--- src/rtl/tbd_pkg.sv ---
package tbd_pkg;
   // index width of a field that selects one of n items, at least one bit
   function automatic int idx_w(input int n);
      return (n <= 1) ? 1 : $clog2(n);
   endfunction

   // width of a field that holds values 0..n
   function automatic int cnt_w(input int n);
      return (n <= 1) ? 1 : $clog2(n + 1);
   endfunction
endpackage

--- src/rtl/tbd_core_slots.sv ---
module tbd_core_slots #(
   parameter int MAX_SLOTS    = 3,
   parameter int CTX_PER_CORE = 384,
   parameter int SHM_PER_CORE = 1536,
   parameter int CTX_W        = 9,
   parameter int SHM_W        = 11,
   parameter int SLOT_W       = 2
) (
   input  logic              clk,
   input  logic              rst_n,
   input  logic [CTX_W-1:0]  thr,
   input  logic [SHM_W-1:0]  shm,
   input  logic              take,
   input  logic              rel,
   input  logic [SLOT_W-1:0] rel_slot,
   output logic              can_take,
   output logic [SLOT_W-1:0] take_slot,
   output logic              occupied,
   output logic              rel_bad
);
   logic [MAX_SLOTS-1:0] live_q;
   logic [MAX_SLOTS-1:0] fits;
   logic [MAX_SLOTS-1:0] rel_mask;
   logic [MAX_SLOTS-1:0] take_mask;

   for (genvar s = 0; s < MAX_SLOTS; s++) begin : g_slot
      assign fits[s]      = (32'(s + 1) * 32'(thr) <= 32'(CTX_PER_CORE)) &&
                            (32'(s + 1) * 32'(shm) <= 32'(SHM_PER_CORE));
      assign rel_mask[s]  = rel && (32'(rel_slot) == 32'(s));
      assign take_mask[s] = take && (32'(take_slot) == 32'(s));
   end

   always_comb begin
      can_take  = 1'b0;
      take_slot = '0;
      for (int s = MAX_SLOTS - 1; s >= 0; s--) begin
         if (!live_q[s] && fits[s]) begin
            can_take  = 1'b1;
            take_slot = SLOT_W'(s);
         end
      end
   end

   assign occupied = |live_q;
   assign rel_bad  = rel && ((rel_mask & live_q) == '0);

   always_ff @(posedge clk) begin
      if (!rst_n) live_q <= '0;
      else        live_q <= (live_q & ~rel_mask) | take_mask;
   end
endmodule

--- src/rtl/tbd_rr_pick.sv ---
module tbd_rr_pick #(
   parameter int N  = 2,
   parameter int IW = 1
) (
   input  logic [N-1:0]  req,
   input  logic [IW-1:0] last,
   output logic          hit,
   output logic [IW-1:0] idx
);
   always_comb begin
      hit = 1'b0;
      idx = last;
      for (int k = N; k >= 1; k--) begin
         if (req[(int'(last) + k) % N]) begin
            hit = 1'b1;
            idx = IW'((int'(last) + k) % N);
         end
      end
   end
endmodule

--- src/rtl/tbd_block_dispatch.sv ---
module tbd_block_dispatch #(
   parameter int NUM_CORES    = 2,
   parameter int MAX_SLOTS    = 3,
   parameter int CTX_PER_CORE = 384,
   parameter int SHM_PER_CORE = 1536,
   parameter int BLK_W        = 16,
   localparam int CORE_W      = tbd_pkg::idx_w(NUM_CORES),
   localparam int SLOT_W      = tbd_pkg::idx_w(MAX_SLOTS),
   localparam int CTX_W       = tbd_pkg::cnt_w(CTX_PER_CORE),
   localparam int SHM_W       = tbd_pkg::cnt_w(SHM_PER_CORE)
) (
   input  logic                        clk,
   input  logic                        rst_n,
   input  logic                        launch_valid,
   input  logic [BLK_W-1:0]            launch_blocks,
   input  logic [CTX_W-1:0]            launch_threads,
   input  logic [SHM_W-1:0]            launch_bytes,
   input  logic [NUM_CORES-1:0]        retire_valid,
   input  logic [NUM_CORES*SLOT_W-1:0] retire_slot,
   output logic                        issue_valid,
   output logic [CORE_W-1:0]           issue_core,
   output logic [SLOT_W-1:0]           issue_slot,
   output logic [BLK_W-1:0]            issue_block,
   output logic [CTX_W-1:0]            issue_ctx_base,
   output logic [SHM_W-1:0]            issue_shm_base,
   output logic                        kernel_done,
   output logic                        retire_error
);
   if (NUM_CORES < 1 || MAX_SLOTS < 1 || CTX_PER_CORE < 1 || SHM_PER_CORE < 1 || BLK_W < 1)
   begin : g_bad_cfg
      $error("tbd_block_dispatch: every size parameter must be at least 1");
   end

   logic [BLK_W-1:0]  total_q, next_q;
   logic [CTX_W-1:0]  thr_q;
   logic [SHM_W-1:0]  shm_q;
   logic [CORE_W-1:0] last_q;

   logic [NUM_CORES-1:0] can, occ, bad, take;
   logic [SLOT_W-1:0]    slot_of [NUM_CORES];
   logic                 pending, fire, launch_ok;
   logic [CORE_W-1:0]    sel;
   logic [SLOT_W-1:0]    sel_slot;

   assign pending = (next_q != total_q);

   for (genvar c = 0; c < NUM_CORES; c++) begin : g_core
      assign take[c] = fire && (32'(sel) == 32'(c));
      tbd_core_slots #(
         .MAX_SLOTS(MAX_SLOTS), .CTX_PER_CORE(CTX_PER_CORE), .SHM_PER_CORE(SHM_PER_CORE),
         .CTX_W(CTX_W), .SHM_W(SHM_W), .SLOT_W(SLOT_W)
      ) i_slots (
         .clk(clk), .rst_n(rst_n), .thr(thr_q), .shm(shm_q),
         .take(take[c]), .rel(retire_valid[c]), .rel_slot(retire_slot[c*SLOT_W +: SLOT_W]),
         .can_take(can[c]), .take_slot(slot_of[c]), .occupied(occ[c]), .rel_bad(bad[c])
      );
   end

   tbd_rr_pick #(.N(NUM_CORES), .IW(CORE_W)) i_pick (
      .req(can & {NUM_CORES{pending}}), .last(last_q), .hit(fire), .idx(sel)
   );

   assign sel_slot    = slot_of[sel];
   assign kernel_done = !pending && (occ == '0);
   assign launch_ok   = launch_valid && kernel_done;

   always_ff @(posedge clk) begin
      if (!rst_n) begin
         total_q        <= '0;
         next_q         <= '0;
         thr_q          <= '0;
         shm_q          <= '0;
         last_q         <= CORE_W'(NUM_CORES - 1);
         issue_valid    <= 1'b0;
         issue_core     <= '0;
         issue_slot     <= '0;
         issue_block    <= '0;
         issue_ctx_base <= '0;
         issue_shm_base <= '0;
         retire_error   <= 1'b0;
      end else begin
         issue_valid <= fire;
         if (fire) begin
            issue_core     <= sel;
            issue_slot     <= sel_slot;
            issue_block    <= next_q;
            issue_ctx_base <= CTX_W'(32'(sel_slot) * 32'(thr_q));
            issue_shm_base <= SHM_W'(32'(sel_slot) * 32'(shm_q));
            next_q         <= next_q + 1'b1;
            last_q         <= sel;
         end
         if (|bad) retire_error <= 1'b1;
         if (launch_ok) begin
            total_q <= launch_blocks;
            next_q  <= '0;
            thr_q   <= launch_threads;
            shm_q   <= launch_bytes;
            last_q  <= CORE_W'(NUM_CORES - 1);
         end
      end
   end
endmodule

--- config.mk ---
export PLATFORM = sky130hd
export DESIGN_NAME = tbd_block_dispatch
export DESIGN_NICKNAME = d
export VERILOG_FILES = /design/src/rtl/tbd_pkg.sv /design/src/rtl/tbd_core_slots.sv /design/src/rtl/tbd_rr_pick.sv /design/src/rtl/tbd_block_dispatch.sv
export SDC_FILE = /design/constraint.sdc
export NUM_CORES = 1
export LEC_CHECK = 0
export BUFFER_PORTS_ARGS = -buffer_cell sky130_fd_sc_hd__buf_4
export CAP_MARGIN = 20
export CORE_UTILIZATION = 55
export DETAILED_ROUTE_END_ITERATION = 8
export GPL_ROUTABILITY_DRIVEN = 0
export GPL_TIMING_DRIVEN = 0
export PLACE_DENSITY = 0.85
export SLEW_MARGIN = 15
export SYNTH_ARGS = -nofsm -noshare
export SYNTH_HDL_FRONTEND = slang
export SYNTH_SLANG_ARGS = --single-unit
--- constraint.sdc ---
create_clock -name clk -period 6.63 [get_ports clk]
set_input_delay 0.663 -clock clk [delete_from_list [all_inputs] [get_ports clk]]
set_output_delay 0.663 -clock clk [all_outputs]
set_load 0.02 [all_outputs]
==> results.ini <==
[setup_path]
crit_fanout=10
required_ns=6.87
arrival_ns=6.06
path_class=flip-flop to flip-flop
ff2ff_path_depth=22
r2r_slack_ns=0.81
r2r_start=thr_q[1]$_SDFFE_PN0P_
startpoint=thr_q[1]$_SDFFE_PN0P_
start_kind=flip-flop
timing.rr.end=issue_shm_base[10]$_SDFFE_PN0N_
cp-end-kind=flip-flop
crit_end=issue_shm_base[10]$_SDFFE_PN0N_

[cells_and_area]
area_growth_pct=17.8
layout.nets=984
mostFrequentLayoutCells=nand2_1 (163), dfxtp_1 (100), a21oi_1 (96), buf_4 (89), ha_1 (50)
fillers=934
final_common_cell=nand2_1
drive_gt1_frac=0.147
seq_area_um2=2000
n_antenna_cell=0
finalCoreUtilization=0.669
multi_input_area_um2=3870

[yosys]
synth_seq_area_share=0.322
syn-num-nets=888
synth_top_family_by_area=simple AND/OR/NAND/NOR gates
synth_cells=789
async_reset_ff_frac=0
synth_area_leaders=dfxtp_1 (32%), ha_1 (10%), nand2_1 (9.9%)
synth_xor_xnor_area_share=0.0606
synth_area_um2=6210
synth_seq_cells=100
synthDistinctLibCells=69
post-synth-top-area-cell=dfxtp_1
synthAdderAreaFrac=0.114
synthFlopType=dfxtp_1
yosys.area_share.simple=0.248
synthMuxAreaShare=0.00866
synth_compound_area_frac=0.193
synth_top_area_frac=0.322
avgSynthCellArea_um2=7.87
synth-edff-count=0
synth_warnings=0

[sta]
fin_setup_tns_ns=0
setup_violations=0
tightest_slew_ns=0.714
skew_ns=0.00768
setup_slack_ns=0.810
rsz0062_at_grt=false
clock.fmax_mhz=172
period_minus_slack_ns=5.82
fin_crit_sh=0.878
final_max_slew_viol_count=0
hold_violations=0
worst_hold_slack_ns=0.453
relSlewSlack=0.524

[flow_run]
maxCapViolCount=0

[floorplanning]
fp-row-count=38
die_x_um=108
io_pins=87
core_um2=10900
die-area_um2=11700
initial_core_util=0.568
die_h_um=108

[global_route]
grt_usage=0.290
grt_overflow_total=0
grt_max_degree=17
antenna_found_initial=0
grt_pass1_wl_um=26700
grt_pass1_vias=5563

[route]
drc_errors=0
post_drt_wl_per_cell_um=16.0
num_vias=5987
final_antenna_net_count=0
viasPerCell=5.81
wl_met1_um=7450
top_layer_used=met4
wl_um=16500
initialDrtViolationCount=500
dr.pass1.iters=6
dr_wl_met2_um=7460
wl_met3_um=1140

[status]
outcome=complete, no violations

[cts]
clkLatencyLatePin_ns=0.35
holdBufCountCts=0
clock_sinks=100
cts_resized=0
cts_buffer_depth=2
cts_tree=built
cts.clk_slew.worst_paths_ns=0.07
cts_buffers=9
clockRootBuffer=clkbuf_16
htreeDepth=3
post-cts-setup-buffers=0

[place]
dp_hpwl_um=12100
place.port_buffers=85
dp_slack_ns=0.999

[hold_path]
hold_class=flip-flop to flip-flop

[critical path: stages (launching register included)]
cell and delay (ns):
dfxtp_1 0.49, inv_1 0.14, fa_1 0.46, nand2b_1 0.16
a21oi_1 0.32, xor2_1 0.11, o311ai_0 0.58, o211ai_4 0.27
nor2_1 0.22, mux2i_1 0.35, o22ai_2 0.12, buf_4 0.18
and2_1 0.16, ha_1 0.27, a21o_1 0.18, a21oi_1 0.22
o21ai_0 0.11, a21oi_1 0.25, o21ai_0 0.19, a21o_1 0.21
a21oi_1 0.24, a2111oi_0 0.13, a311o_1 0.35
[cell families after synthesis]
family,count (synthesis)
compound gates,186
xor+xnor,43
fa+ha+maj,54
simple gates,322
flops,100
mux,5
buf+inv,79
[area by class of cell]
| class | instances | area share |
|---|---|---|
| clock buffers | 10 | 0.0313 |
| flip-flops and latches | 100 | 0.274 |
| inverters | 40 | 0.0205 |
| multi-input cells | 610 | 0.530 |
| plain buffers | 39 | 0.0253 |
| repair buffers | 85 | 0.0872 |
| well taps | 140 | 0.0239 |
| clock inverters | 6 | 0.00855 |
[through the flow]
step,instance area (um^2),cells
detailed placement,7020,1014
global route,7320,1030
finish,7320,1030
global placement,7020,1014
floorplan,6210,789
CTS,7320,1030
[sequential cells by signal, summed over array words and instances (netlist names)]
register,flops
issue_valid,1
thr_q,9
shm_q,11
issue_shm_base,11
next_q,16
issue_ctx_base,9
issue_block,16
g_core.i_slots.live_q,6
last_q,1
retire_error,1
issue_slot,2
total_q,16
issue_core,1
[per-layer routing]
layer | vias to the layer above | global-route usage
met5 | - | 0
met4 | 0 | 0.0936
met3 | 41 | 0.0530
met2 | 235 | 0.471
met1 | 2781 | 0.386
li1 | 2930 | -
[cells in the mapped netlist (11+ instances only)]
library cell	instances
dfxtp_1	100
xnor2_1	14
nand4_1	13
nor2_1	33
and2_1	34
ha_1	50
xor2_1	29
a21oi_1	96
clkbuf_1	22
nand2_1	163
and3_1	13
inv_1	40
nand3_1	11
o21ai_0	20
[worst min path at each step]
stage | from | to | slack, ns | cells after the start
2_1_floorplan | total_q[0]$_SDFFE_PN0P_ | total_q[0]$_SDFFE_PN0P_ | 0.45 | 2
3_3_place_gp | issue_shm_base[7]$_SDFFE_PN0N_ | issue_shm_base[7]$_SDFFE_PN0N_ | 0.44 | 2
3_5_place_dp | issue_shm_base[5]$_SDFFE_PN0N_ | issue_shm_base[5]$_SDFFE_PN0N_ | 0.45 | 2
4_1_cts | issue_shm_base[7]$_SDFFE_PN0N_ | issue_shm_base[7]$_SDFFE_PN0N_ | 0.46 | 2
5_1_grt | issue_shm_base[7]$_SDFFE_PN0N_ | issue_shm_base[7]$_SDFFE_PN0N_ | 0.47 | 2
6_report | issue_shm_base[7]$_SDFFE_PN0N_ | issue_shm_base[7]$_SDFFE_PN0N_ | 0.45 | 2
Power is not shown: default switching activity piles up to over one toggle a cycle in this logic, so the estimate is an artifact.
